[src/rtl/dmac_pkg.sv]
package dmac_pkg;
  // Bit positions in the control word; software decodes these.
  localparam int ME_BIT  = 0;
  localparam int NMI_BIT = 1;
  localparam int AE_BIT  = 2;
  localparam int USED_BITS = 3;
endpackage

[src/rtl/dmac_status_reg.sv]
module dmac_status_reg
  import dmac_pkg::*;
#(
  parameter int DATA_W = 32
) (
  input  logic              clk,
  input  logic              rst,
  input  logic              reg_wr,
  input  logic              reg_rd,
  input  logic [DATA_W-1:0] reg_wdata,
  input  logic              nmi_in,
  input  logic              addr_err_in,
  output logic [DATA_W-1:0] reg_rdata,
  output logic              master_en,
  output logic              nmi_flag,
  output logic              ae_flag,
  output logic              halt_req
);
  logic              nmi_arm;
  logic              ae_arm;
  logic              me_del;
  logic [DATA_W-1:0] status_word;
  logic              unused_wbits;

  assign unused_wbits = ^reg_wdata[DATA_W-1:USED_BITS];

  always_comb begin
    status_word          = '0;
    status_word[ME_BIT]  = master_en;
    status_word[NMI_BIT] = nmi_flag;
    status_word[AE_BIT]  = ae_flag;
  end

  always_ff @(posedge clk) begin
    if (rst) begin
      master_en <= 1'b0;
      nmi_flag  <= 1'b0;
      ae_flag   <= 1'b0;
      nmi_arm   <= 1'b0;
      ae_arm    <= 1'b0;
      me_del    <= 1'b0;
      halt_req  <= 1'b0;
      reg_rdata <= '0;
    end else begin
      if (reg_wr) master_en <= reg_wdata[ME_BIT];

      // A set event outranks a clearing write.
      if (nmi_in)
        nmi_flag <= 1'b1;
      else if (reg_wr && nmi_arm && !reg_wdata[NMI_BIT])
        nmi_flag <= 1'b0;

      if (addr_err_in)
        ae_flag <= 1'b1;
      else if (reg_wr && ae_arm && !reg_wdata[AE_BIT])
        ae_flag <= 1'b0;

      // Arming comes from a read that saw 1; any write consumes it.
      if (reg_wr)
        nmi_arm <= 1'b0;
      else if (reg_rd && nmi_flag)
        nmi_arm <= 1'b1;

      if (reg_wr)
        ae_arm <= 1'b0;
      else if (reg_rd && ae_flag)
        ae_arm <= 1'b1;

      if (reg_rd) reg_rdata <= status_word;

      me_del   <= master_en;
      halt_req <= me_del & ~master_en;
    end
  end
endmodule

[src/rtl/dmac_permit_gen.sv]
module dmac_permit_gen #(
  parameter int NUM_CH = 4
) (
  input  logic              clk,
  input  logic              rst,
  input  logic              master_en,
  input  logic              nmi_flag,
  input  logic              ae_flag,
  input  logic [NUM_CH-1:0] ch_enable,
  input  logic [NUM_CH-1:0] ch_tend,
  input  logic [NUM_CH-1:0] ch_busy,
  input  logic [NUM_CH-1:0] ch_unit_done,
  output logic [NUM_CH-1:0] run_permit
);
  for (genvar i = 0; i < NUM_CH; i++) begin : g_ch
    logic permit_q;
    logic base_ok;
    logic drain_ok;

    assign base_ok  = master_en & ch_enable[i] & ~ch_tend[i] & ~ae_flag;
    // Under an interrupt, a running busy channel finishes its current unit.
    assign drain_ok = permit_q & ch_busy[i] & ~ch_unit_done[i];

    always_ff @(posedge clk) begin
      if (rst) permit_q <= 1'b0;
      else     permit_q <= base_ok & (~nmi_flag | drain_ok);
    end

    assign run_permit[i] = permit_q;
  end
endmodule

[src/rtl/dma_master_ctl.sv]
module dma_master_ctl #(
  parameter int NUM_CH = 4,
  parameter int DATA_W = 32
) (
  input  logic              clk,
  input  logic              rst,
  input  logic              reg_wr,
  input  logic              reg_rd,
  input  logic [DATA_W-1:0] reg_wdata,
  output logic [DATA_W-1:0] reg_rdata,
  input  logic              nmi_in,
  input  logic              addr_err_in,
  input  logic [NUM_CH-1:0] ch_enable,
  input  logic [NUM_CH-1:0] ch_tend,
  input  logic [NUM_CH-1:0] ch_busy,
  input  logic [NUM_CH-1:0] ch_unit_done,
  output logic [NUM_CH-1:0] run_permit,
  output logic              halt_req
);
  logic master_en;
  logic nmi_flag;
  logic ae_flag;

  dmac_status_reg #(.DATA_W(DATA_W)) u_status (
    .clk         (clk),
    .rst         (rst),
    .reg_wr      (reg_wr),
    .reg_rd      (reg_rd),
    .reg_wdata   (reg_wdata),
    .nmi_in      (nmi_in),
    .addr_err_in (addr_err_in),
    .reg_rdata   (reg_rdata),
    .master_en   (master_en),
    .nmi_flag    (nmi_flag),
    .ae_flag     (ae_flag),
    .halt_req    (halt_req)
  );

  dmac_permit_gen #(.NUM_CH(NUM_CH)) u_permit (
    .clk          (clk),
    .rst          (rst),
    .master_en    (master_en),
    .nmi_flag     (nmi_flag),
    .ae_flag      (ae_flag),
    .ch_enable    (ch_enable),
    .ch_tend      (ch_tend),
    .ch_busy      (ch_busy),
    .ch_unit_done (ch_unit_done),
    .run_permit   (run_permit)
  );
endmodule

[config.mk]
export PLATFORM = sky130hd
export DESIGN_NAME = dma_master_ctl
export DESIGN_NICKNAME = d
export VERILOG_FILES = /design/src/rtl/dmac_pkg.sv /design/src/rtl/dmac_status_reg.sv /design/src/rtl/dmac_permit_gen.sv /design/src/rtl/dma_master_ctl.sv
export SDC_FILE = /design/constraint.sdc
export NUM_CORES = 1
export LEC_CHECK = 0
export ABC_AREA = 1
export BUFFER_PORTS_ARGS = -buffer_cell sky130_fd_sc_hd__buf_2
export CAP_MARGIN = 15
export CORE_UTILIZATION = 30
export DETAILED_ROUTE_END_ITERATION = 8
export PLACE_DENSITY = 0.79
export SETUP_SLACK_MARGIN = 0.15
export SLEW_MARGIN = 20
export SYNTH_ARGS = -nofsm -noshare
export SYNTH_HDL_FRONTEND = slang
export SYNTH_HIERARCHICAL = 1
export SYNTH_SLANG_ARGS = --single-unit
[constraint.sdc]
create_clock -name clk -period 0.8 [get_ports clk]
set_input_delay 0 -clock clk [delete_from_list [all_inputs] [get_ports clk]]
set_output_delay 0 -clock clk [all_outputs]
set_load 0.01 [all_outputs]
-- After elaboration in Yosys (flattened, before gate mapping)
Cells that the tools add are included.
- flip-flop bits (word level): 14
- bits in latches: 0
- RAM bits: 0
- memory bits (read-only): 0
- input bits: 54
- output and inout port bits: 37
- word-level logic and storage cells: 67
- memories: 0
- $add $sub $neg: 0
- $mul: 0
- div/mod/pow operators: 0
- $lt $le $gt $ge: 0
- equal/unequal tests: 0
- shift operators: 0
- mux-type cells: 4
- bitwise gates (word level): 40
- reductions and logical operators: 11
- operators by type and width (operator ; count):
    $and A1 B1 Y1 ; 25
    $not A1 Y1 ; 11
    $logic_and A1 B1 Y1 ; 6
    $mux W1 ; 4
    $or A1 B1 Y1 ; 4
    $reduce_bool A2 Y1 ; 2
    $logic_not A1 Y1 ; 2
    $reduce_or A2 Y1 ; 1

-- Logic depth before layout (Yosys ltp)
Gate-level depths: netlist of run 1.
- depth after elaboration: 4
- mapped depth: 4
- gate-level depth less buffers: 4

-- By module
The synthesis of run 1 kept the hierarchy.
- modules (own cells, without submodules) (module ; instances ; cells an instance ; area an instance (um^2) ; sequential area each (um^2)):
    dmac_status_reg ; 1 ; 74 ; 576.8 ; 200.2
    dmac_permit_gen ; 1 ; 40 ; 242.7 ; 80.1

-- Worst setup path after synthesis of run 1
OpenSTA, ideal clock, no wires.
- kind: reg-to-reg
- start point: reg, netlist name u_status/master_en
- end point: reg u_status.master_en
- setup time: 0.114 ns
- arrival: 0.567 ns
- data required time: 0.686 ns
- setup slack: 0.119 ns
- stages on the path, launching flop included: 5
- buffers on the path: 0
- period minus slack after synthesis: 0.681 ns
- cell sequence: dfxtp_1 > inv_1 > nor2_1 > a21oi_1 > nor2_1
- RTL lines (item ; RTL line ; text):
    to (signal assigned) ; dmac_status_reg.sv:45 ; if (reg_wr) master_en <= reg_wdata[ME_BIT];
    to (decl) ; dmac_status_reg.sv:14 ; output logic master_en,

-- Worst setup path after layout of run 1
- start point: reg u_status.master_en
- end point: reg u_permit.g_ch[1].permit_q
- word-level cells in the longest chain between the ends: 4
- RTL lines (item ; RTL line ; text):
    $and A1 B1 Y1 (3 in a row) ; dmac_permit_gen.sv:20 ; assign base_ok = master_en & ch_enable[i] & ~ch_tend[i] & ~ae_flag;
    $and A1 B1 Y1 ; dmac_permit_gen.sv:26 ; else permit_q <= base_ok & (~nmi_flag | drain_ok);
    to (signal assigned) ; dmac_permit_gen.sv:26 ;
    to (decl) ; dmac_permit_gen.sv:16 ; logic permit_q;
No other way between the ends.
A chain may end at the register's enable or synchronous reset.

==> results of run 1 <==
## worst min path at each step
stage	start	end	slack [ns]	cells past startpoint
3_3_place_gp	reg_wdata[0]	u_status/master_en	0.23	3
2_1_floorplan	reg_rd	u_status/reg_rdata[0]	0.09	1
3_5_place_dp	reg_wdata[0]	u_status/master_en	0.24	3
6_report	reg_wdata[0]	u_status/master_en	-0.03	3
5_1_grt	ch_tend[1]	u_permit/g_ch[1].permit_q	-0.03	4
4_1_cts	reg_wdata[0]	u_status/master_en	-0.04	3
## worst reg2reg max path: stages (launching register included)
cell	delay (ns)
dfxtp_2	0.34
inv_2	0.04
nor2_4	0.15
nand3_1	0.08
nor2_1	0.09
## kinds of logic (layout without fill, tap and decap cells)
group	Yosys count	count (layout)	share of synthesized area [%]
AO/OA/AOI/OAI	8	8	5.80
buffers and inverters	51	55	39.4
flip-flops	14	14	34.2
other	1	29	0.458
AND/OR/NAND/NOR	40	40	20.2
## layout by cell type (no fill, tap or decap), drive strengths merged
cell,count
conb,29
inv,17
a21oi,5
dlygate4sd3,2
dfxtp,14
buf,33
nand3,6
nor2,23
a211oi,1
clkbuf,3
o21ai,2
nand2,11
## per-layer routing
layer	GRT usage [%]	part of all wire, %	routed length (um)
met5	0	0	0
met4	5.13	0.91	13
met3	3.33	5.6	80
met2	16.5	59	838
met1	9.85	35	498
## power groups by stage
stage | clock network, mW | registers [mW] | logic, mW
6_report | 0.371 | 0.746 | 0.265
3_3_place_gp | 0 | 0.754 | 0.217
2_1_floorplan | 0 | 0.757 | 0.242
3_5_place_dp | 0 | 0.754 | 0.220
5_1_grt | 0.424 | 0.750 | 0.301
4_1_cts | 0.392 | 0.745 | 0.246
## area by class of cell
type | count | share of cell area, %
clock buffer | 3 | 2.20
timing repair buffer | 35 | 22.9
sequential | 14 | 29.0
multi-input combinational | 77 | 36.0
tap | 30 | 3.66
inverter | 17 | 6.22
## stage by stage
stage	hold slack (ns)	total power, mW	setup slack [ns]	setup TNS [ns]	util (%)
after floorplan	0.0939	0.998	0.127	0	-
after global placement	0.229	0.970	0.0675	0	34.3
after detailed placement	0.244	0.975	0.0578	0	34.3
after CTS	-0.0387	1.38	0.0555	0	38.8
after global routing	-0.0338	1.47	-0.0282	-0.0824	40.7
final	-0.0329	1.38	0.0371	0	40.7
## what timing repair did
item,in CTS,in global routing
setup endpoints to repair,15,21
pin swaps,0,7
buffers inserted,1,0
hold endpoints to repair,8,4
gates resized for setup,20,15
cloned,0,0
==> results.md, run 1 <==
- Status: finished, violations left
- Failing checks: hold timing
- Total gr overflow: 0
- Layout Nets: between 200 and 250
- Commonest cells post-synth: buf_4, nor2_1, inv_1
- Final Hold Viols: 5
- Min Hold Slack: -0.0329 ns
- Initial core utilization: approximately a third
- Max FO, Critical Path: 4
- Top delay family on crit path: flip-flops
- R2R Path Start: u_status/master_en
- Via count: roughly 660
- CTS Buf Count: 3
- Cell Count, Final, Fillers Out: between 150 and 200
- Antenna-violating nets left: 0
- R2R setup slack: 0.04 ns
- # Max-Cap Violations: 0
- Die H: about 54 um
- Reg clk slew, reported paths: 0.07 ns
- Synthesized area per cell: 7.19 um^2
- Unrepaired setup endpoints after global routing: yes
- GPL Wtd Cong: slightly below 0.7
- CP Depth: 4
- All-Layer GR Usage: a little under a tenth
- Biggest regs: u_permit/g_ch.permit_q x4, u_status/reg_rdata x3
- Reg2Reg Depth: 4
- CP required: 1.00 ns
- Slew Viols, Final: 0
- Register area: roughly 300 um^2
- Synth top area share: 34.2%
- Ys async rst share: 0%
- WP buf/inv: 1
- Post-synth EDFFs: 0
- HPWL Detailed: between 1000 and 1500 um
- Tightest Hold Check Type: input pin to flip-flop
- Clock network power share: ~27%
- Leading register cell type out of synthesis: dfxtp_1
- Finished Cell Area: approximately 1000 um^2
- TritonCTS clock tree: built
- DP Cell Count: between 150 and 200
- Final Setup Violations: 0
- Crit path DAT: 0.96 ns
- CP Launch Type: flip-flop
- Count leader, synth: buf_4
- Root Buffer: clkbuf_4
- N_diodes: 0
- Internal Power: 1.00 mW
- H-tree depth: 1
- Slowest library cell on the worst path: dfxtp_2
- Final wirelength: 1430 um
- Footprint of the multi-input gates: about 370 um^2
- IO Count: between 90 and 100
- Dominant cell type by area after synthesis: dfxtp_1
- Reg-to-reg endpoint: u_permit/g_ch[1].permit_q
- Die span in x: 54.3 um
- Max Fclk: between 1000 and 1500 MHz
- Worst setup startpoint: u_status/master_en
- Pin count of the biggest net entering global routing: 11
- Layout cells sized above 1: 43.8%
- Drt pass-1 iters: 2
- Initial antenna violation count: 0
- Critical Path, Cell by Cell: inv_2, nor2_4, nand3_1, nor2_1
- Filler Cells Inserted: about 280
- Post-synthesis cell area: around 800 um^2
- CP Capture Point: u_permit/g_ch[1].permit_q
- Leakage power: about 0.56 nW
- Mapped Cells: ~110
- Peak VDD IR: 0.591 mV
- Sequential Power Share: 54.0%
- Starting DRC count in detailed routing: 2
- Seq cells post-synth: 14
- Sw frac: a little over a quarter
- Post-CTS Hold Fix Bufs: 2
- Pwr/cell area: around 1300 nW/um^2
- Most flops, register: u_permit/g_ch.permit_q
- Tcrit/Tclk final: ~95%
- Avg WL per Cell: 8.13 um
- Row count: 18
- Drt drc: 0
- Max incr delay on CP: 0.34 ns
- First-pass GRT wire length: approximately 1900 um
- Cell area after placement: between 800 and 900 um^2
- Switch Pwr: between 0.3 and 0.4 mW
- Port bufs: 32
- YS warnings: 6
- Post-layout minimum cycle time: 0.763 ns
- Vias in the first global route: 480
- Setup Skew: between 0.002 and 0.0025 ns
- Clock Latency Late Sink: around 0.26 ns
- Area of the core: 2520 um^2
- Ranking of synthesized cells by area: dfxtp_1, buf_4, nor2_1
- Gate power share: a little under a fifth
- Via density: between 3 and 4
- Largest register FFs: 4
- Critical Path End Type: flip-flop
- Longest Clk Path Bufs: 2
- Worst setup path class: flip-flop to flip-flop
- Register area share after synthesis: about a third
- Synth cell types: 12
- CTS sink count: 14
- Die area: 2940 um^2
- Area growth syn-to-layout: 25.2%
No activity file was read; power rests on OpenSTA's default activity.
==> run 2: changes to the inputs <==
--- a/config.mk
+++ b/config.mk
@@ -6,11 +6,11 @@
 export NUM_CORES = 1
 export LEC_CHECK = 0
 export ABC_AREA = 1
-export BUFFER_PORTS_ARGS = -buffer_cell sky130_fd_sc_hd__buf_2
 export CAP_MARGIN = 15
-export CORE_UTILIZATION = 30
+export CORE_UTILIZATION = 54
 export DETAILED_ROUTE_END_ITERATION = 8
-export PLACE_DENSITY = 0.79
+export DONT_BUFFER_PORTS = 1
+export PLACE_DENSITY = 0.76
 export SETUP_SLACK_MARGIN = 0.15
 export SLEW_MARGIN = 20
 export SYNTH_ARGS = -nofsm -noshare
==> results.md, run 2 (same netlist as run 1, synthesis figures left out) <==
- Area growth syn-to-layout: 22.0%
- CP Launch Type: flip-flop
- CTS sink count: 14
- Starting DRC count in detailed routing: 12
- Slowest library cell on the worst path: dfxtp_2
- Fin worst setup slack: ~0.016 ns
- All-Layer GR Usage: 19.0%
- Drt pass-1 iters: 4
- Longest Clk Path Bufs: 2
- Overall Power: 1.50 mW
- Via density: 4.32
- N_diodes: 0
- HPWL Detailed: about 960 um
- CP required: 1.01 ns
- Max FO, Critical Path: 4
- Layout Nets: between 150 and 200
- Final wirelength: around 1700 um
- Clock Latency Late Sink: 0.27 ns
- Via count: 640
- # Max-Cap Violations: 0
- Most flops, register: u_permit/g_ch.permit_q
- Tightest Hold Check Type: input pin to flip-flop
- Commonest non-fill, non-tap cell in the layout: conb_1
- Setup TNS: 0 ns
- Drt drc: 0
- Worst Hold Depth: 1
- Worst setup path class: flip-flop to flip-flop
- Unrepaired setup endpoints after global routing: yes
- Peak VDD IR: between 1 and 1.5 mV
- Pin count of the biggest net entering global routing: 11
- Critical Path End Type: flip-flop
- Reg2Reg Depth: 3
- Die area: roughly 1700 um^2
- Initial antenna violation count: 0
- Setup Skew: roughly 0.0012 ns
- Total setup buffers inserted after CTS: 0
- Layout cells sized above 1: ~29%
- Max incr delay on CP: between 0.3 and 0.4 ns
- Setup Slack @ Placement: between 0.04 and 0.05 ns
- Min Hold Slack: -0.235 ns
- Status: finished, violations left
- Reg clk slew, reported paths: about 0.090 ns
- Cell area after placement: ~720 um^2
- Biggest regs: u_permit/g_ch.permit_q x4, u_status/reg_rdata x3
- First-pass GRT wire length: between 1500 and 2000 um
- Die H: between 40 and 50 um
- Failing checks: hold timing
- Initial core utilization: 60.7%
- Root Buffer: clkbuf_4
- Total gr overflow: 0
- Pwr/cell area: between 1500 and 2000 nW/um^2
- DP Cell Count: 128
- H-tree depth: 1
- CTS Buf Count: 3
- Leakage power: about 0.52 nW
- Largest register FFs: 4
- Register area: 299 um^2
- Tcrit/Tclk final: around 100%
- Critical Path, Cell by Cell: nor2_4, nand3_2, nor2_2
- Area of the core: between 1000 and 1500 um^2
- Row count: 13
- GPL Wtd Cong: 0.651
- Footprint of the multi-input gates: around 360 um^2
- Final Setup Violations: 0
- Finished Cell Area: 1000 um^2
- Vias in the first global route: between 500 and 600
- Port bufs: 0
- Avg WL per Cell: ~12 um
- IO Count: 91
- Antenna-violating nets left: 0
- Slew Viols, Final: 0
- Most frequent cells in the layout: conb_1, nor2_1, dlygate4sd3_1
- Max Fclk: around 1300 MHz
- Cell Count, Final, Fillers Out: between 100 and 150
- TritonCTS clock tree: built
- Final Hold Viols: 12
- Post-layout minimum cycle time: roughly 0.78 ns
- Die span in x: 41.0 um
- Crit path DAT: about 1 ns
- Post-CTS Hold Fix Bufs: 16
- Fin util: 74.1%
- Filler Cells Inserted: 98
-- run 2: power breakdown --
group / leakage (nW) / internal [mW] / switching, mW / total, mW
combinational: 0.379 / 0.0970 / 0.141 / 0.238
sequential: 0.120 / 0.725 / 0.0278 / 0.753
clock: 0.0210 / 0.277 / 0.233 / 0.509
-- run 2: layer usage --
metal  up-vias  wire length, um  GRT usage (%)
met5         -                0              0
met4         0                6           7.50
met3         2              192           5.98
met2        40              920           36.7
met1       285              619           17.9
li1        313                -              -
-- run 2: timing repair --
item | CTS | global route
pin swaps | 0 | 2
resized for setup | 16 | 17
hold endpoints to repair | 14 | 12
setup endpoints to repair | 16 | 21
-- run 2: worst paths after layout --
check,endpoint,slack (ns),startpoint
min reg2reg,u_status/halt_req,0.42,u_status/me_del
max reg2reg,u_permit/g_ch[1].permit_q,0.02,u_status/ae_flag
max,u_permit/g_ch[1].permit_q,0.02,u_status/ae_flag
min,u_status/nmi_flag,-0.24,rst
-- run 2: layout make-up --
type | count | share of cell area [%]
multi-input combinational | 77 | 36.3
sequential | 14 | 29.9
timing repair buffer | 21 | 21.9
inverter | 17 | 6.38
clock buffer | 4 | 3.63
tap | 15 | 1.88
-- run 2: critical path, delay by kind of cell (launching register included) --
kind	cells	cell delay (ns)
flip-flops	1	0.36
AND/OR/NAND/NOR	3	0.36
==> run 3: changes to the inputs <==
--- a/config.mk
+++ b/config.mk
@@ -7,13 +7,13 @@
 export LEC_CHECK = 0
 export ABC_AREA = 1
 export CAP_MARGIN = 15
-export CORE_UTILIZATION = 54
+export CORE_UTILIZATION = 57
+export CTS_BUF_LIST = sky130_fd_sc_hd__clkbuf_4 sky130_fd_sc_hd__clkbuf_8
 export DETAILED_ROUTE_END_ITERATION = 8
 export DONT_BUFFER_PORTS = 1
-export PLACE_DENSITY = 0.76
+export PLACE_DENSITY = 0.79
 export SETUP_SLACK_MARGIN = 0.15
 export SLEW_MARGIN = 20
 export SYNTH_ARGS = -nofsm -noshare
 export SYNTH_HDL_FRONTEND = slang
-export SYNTH_HIERARCHICAL = 1
 export SYNTH_SLANG_ARGS = --single-unit
==> results.md, run 3 <==
- TritonCTS clock tree: built
- Largest register FFs: 4
- Final Setup Violations: 0
- M1 WL: about 570 um
- Uppermost layer routed: met4
- Ranking of synthesized cells by area: dfxtp_1, buf_4, nor2_1
- Slew Viols, Final: 0
- Final wirelength: about 1500 um
- Max FO, Critical Path: 4
- First-pass GRT wire length: ~1800 um
- Peak VDD IR: approximately 1.5 mV
- Most frequent cells in the layout: conb_1, nor2_1, inv_1, dlygate4sd3_1, dfxtp_2
- Drt drc: 0
- Row count: 13
- Tightest Hold Check Type: input pin to flip-flop
- Cell Count, Final, Fillers Out: 142
- CP Launch Type: flip-flop
- Die span in x: slightly below 40 um
- Leakage power: 0.501 nW
- # Max-Cap Violations: 0
- Drt pass-1 iters: 1
- CTS sink count: 14
- YS warnings: 0
- Avg WL per Cell: about 11 um
- Routed met3 length: between 200 and 250 um
- Critical Path End Type: flip-flop
- Port bufs: 0
- Post-CTS Hold Fix Bufs: 14
- Dominant cell type by area after synthesis: dfxtp_1
- All-Layer GR Usage: a little under a fifth
- Synth top area share: 35.0%
- Setup Skew: roughly 0.0031 ns
- Clock Latency Late Sink: 0.28 ns
- CP required: around 1.0 ns
- Setup Slack @ Placement: roughly 0.050 ns
- Die H: around 39 um
- Post-layout minimum cycle time: 0.776 ns
- DP Cell Count: about 120
- HPWL Detailed: between 800 and 900 um
- Via density: approximately 4.3
- Antenna-violating nets left: 0
- Total gr overflow: 0
- Filler Cells Inserted: 110
- CTS Buf Count: 3
- Most flops, register: u_permit.g_ch.permit_q
- Final Hold Viols: 12
- Biggest regs: u_permit.g_ch.permit_q x4, u_status.reg_rdata x3
- Starting DRC count in detailed routing: 0
- Initial antenna violation count: 0
- Area of the core: ~1300 um^2
- N_diodes: 0
- Post-synth EDFFs: 0
- H-tree depth: 1
- Register area share after synthesis: a little over a third
- Status: finished, violations left
- Leading register cell type out of synthesis: dfxtp_1
- Synth cell types: 14
- Initial core utilization: slightly above 60%
- Longest Clk Path Bufs: 2
- Reg clk slew, reported paths: approximately 0.08 ns
- Ys async rst share: 0%
- Count leader, synth: buf_4
- Min Hold Slack: -0.240 ns
- Pwr/cell area: approximately 1500 nW/um^2
- Root Buffer: clkbuf_4
- Commonest non-fill, non-tap cell in the layout: conb_1
- Tcrit/Tclk final: between 90 and 100%
- Vias in the first global route: 468
- Max Fclk: about 1300 MHz
- Crit path DAT: 1.00 ns
- Commonest cells post-synth: buf_4, nor2_1, dfxtp_1, inv_1, nand2_1
- Seq cells post-synth: 14
- Via count: 613
- IO Count: a little over 90
- Synthesized area per cell: roughly 7.3 um^2
- Layout cells sized above 1: ~28%
- Failing checks: hold timing
- Unrepaired setup endpoints after global routing: yes
- Pin count of the biggest net entering global routing: 10
- Post-synthesis cell area: ~800 um^2
- Worst setup path class: flip-flop to flip-flop
- GPL Wtd Cong: between 0.6 and 0.7
- Die area: 1560 um^2
- Fin worst setup slack: between 0.02 and 0.025 ns
- Mapped Cells: 109
- Layout Nets: about 180
- Setup TNS: 0 ns
- Met2 WL: roughly 700 um
- Area growth syn-to-layout: 20.2%
## run 3: power breakdown
part           internal (mW)  switching, mW
Clock                  0.277          0.222
Combinational         0.0896          0.130
Sequential             0.723         0.0247
## run 3: worst max-delay path: stages, from the launching register on
cell,delay (ns)
dfxtp_2,0.35
inv_4,0.05
nor2_4,0.11
nand4_1,0.10
nor2_1,0.11
## run 3: final cells by class
| cell class | count | area, um^2 | share of cell area (%) |
|---|---|---|---|
| Timing Repair Buffer | 20 | 203 | 21.1 |
| Sequential cell | 14 | 300 | 31.2 |
| Inverter | 16 | 62.6 | 6.50 |
| Clock buffer | 4 | 36.3 | 3.77 |
| Multi-Input combinational cell | 73 | 342 | 35.5 |
| Tap cell | 15 | 18.8 | 1.95 |
## run 3: path summary, 6_finish.rpt
check	start	end	slack [ns]	cells after the start
min	rst	u_status.nmi_flag	-0.24	1
max	u_status.master_en	u_permit.g_ch[0].permit_q	0.02	4
min reg2reg	u_status.me_del	u_status.halt_req	0.41	2
max reg2reg	u_status.master_en	u_permit.g_ch[0].permit_q	0.02	4
## run 3: layer usage
metal | up-vias | global-route usage, %
li1 | 304 | -
met1 | 260 | 14.7
met2 | 45 | 33.2
met3 | 4 | 11.9
met4 | 0 | 12.9
met5 | - | 0
## run 3: repair_timing
| item | in CTS | in global routing |
|---|---|---|
| gates resized for setup | 9 | 20 |
| endpoints found under the hold margin | 14 | 12 |
| setup buffers | 0 | 1 |
| endpoints found under the setup margin | 17 | 20 |
| pin swaps | 1 | 7 |
## run 3: kinds of logic (layout without fill, tap and decap cells)
logic type             count (synthesis)  after routing  synth area share (%)
AOI/OAI and AO/OA                      8              8                  5.31
buffers and inverters                 50             40                  39.8
DFF                                   14             14                  35.0
other                                  1             29                 0.468
and+or+nand+nor                       36             36                  19.4
## run 3: through the flow
stage          cell area, um^2  hold slack, ns  power [mW]  utilization, %
2_1_floorplan              908          0.0988       0.992               -
3_3_place_gp               706          0.0630       0.892            54.2
3_5_place_dp               706          0.0661       0.895            54.2
4_1_cts                    900          -0.244        1.46            69.1
5_1_grt                    962          -0.254        1.54            73.9
6_report                   962          -0.240        1.47            73.9
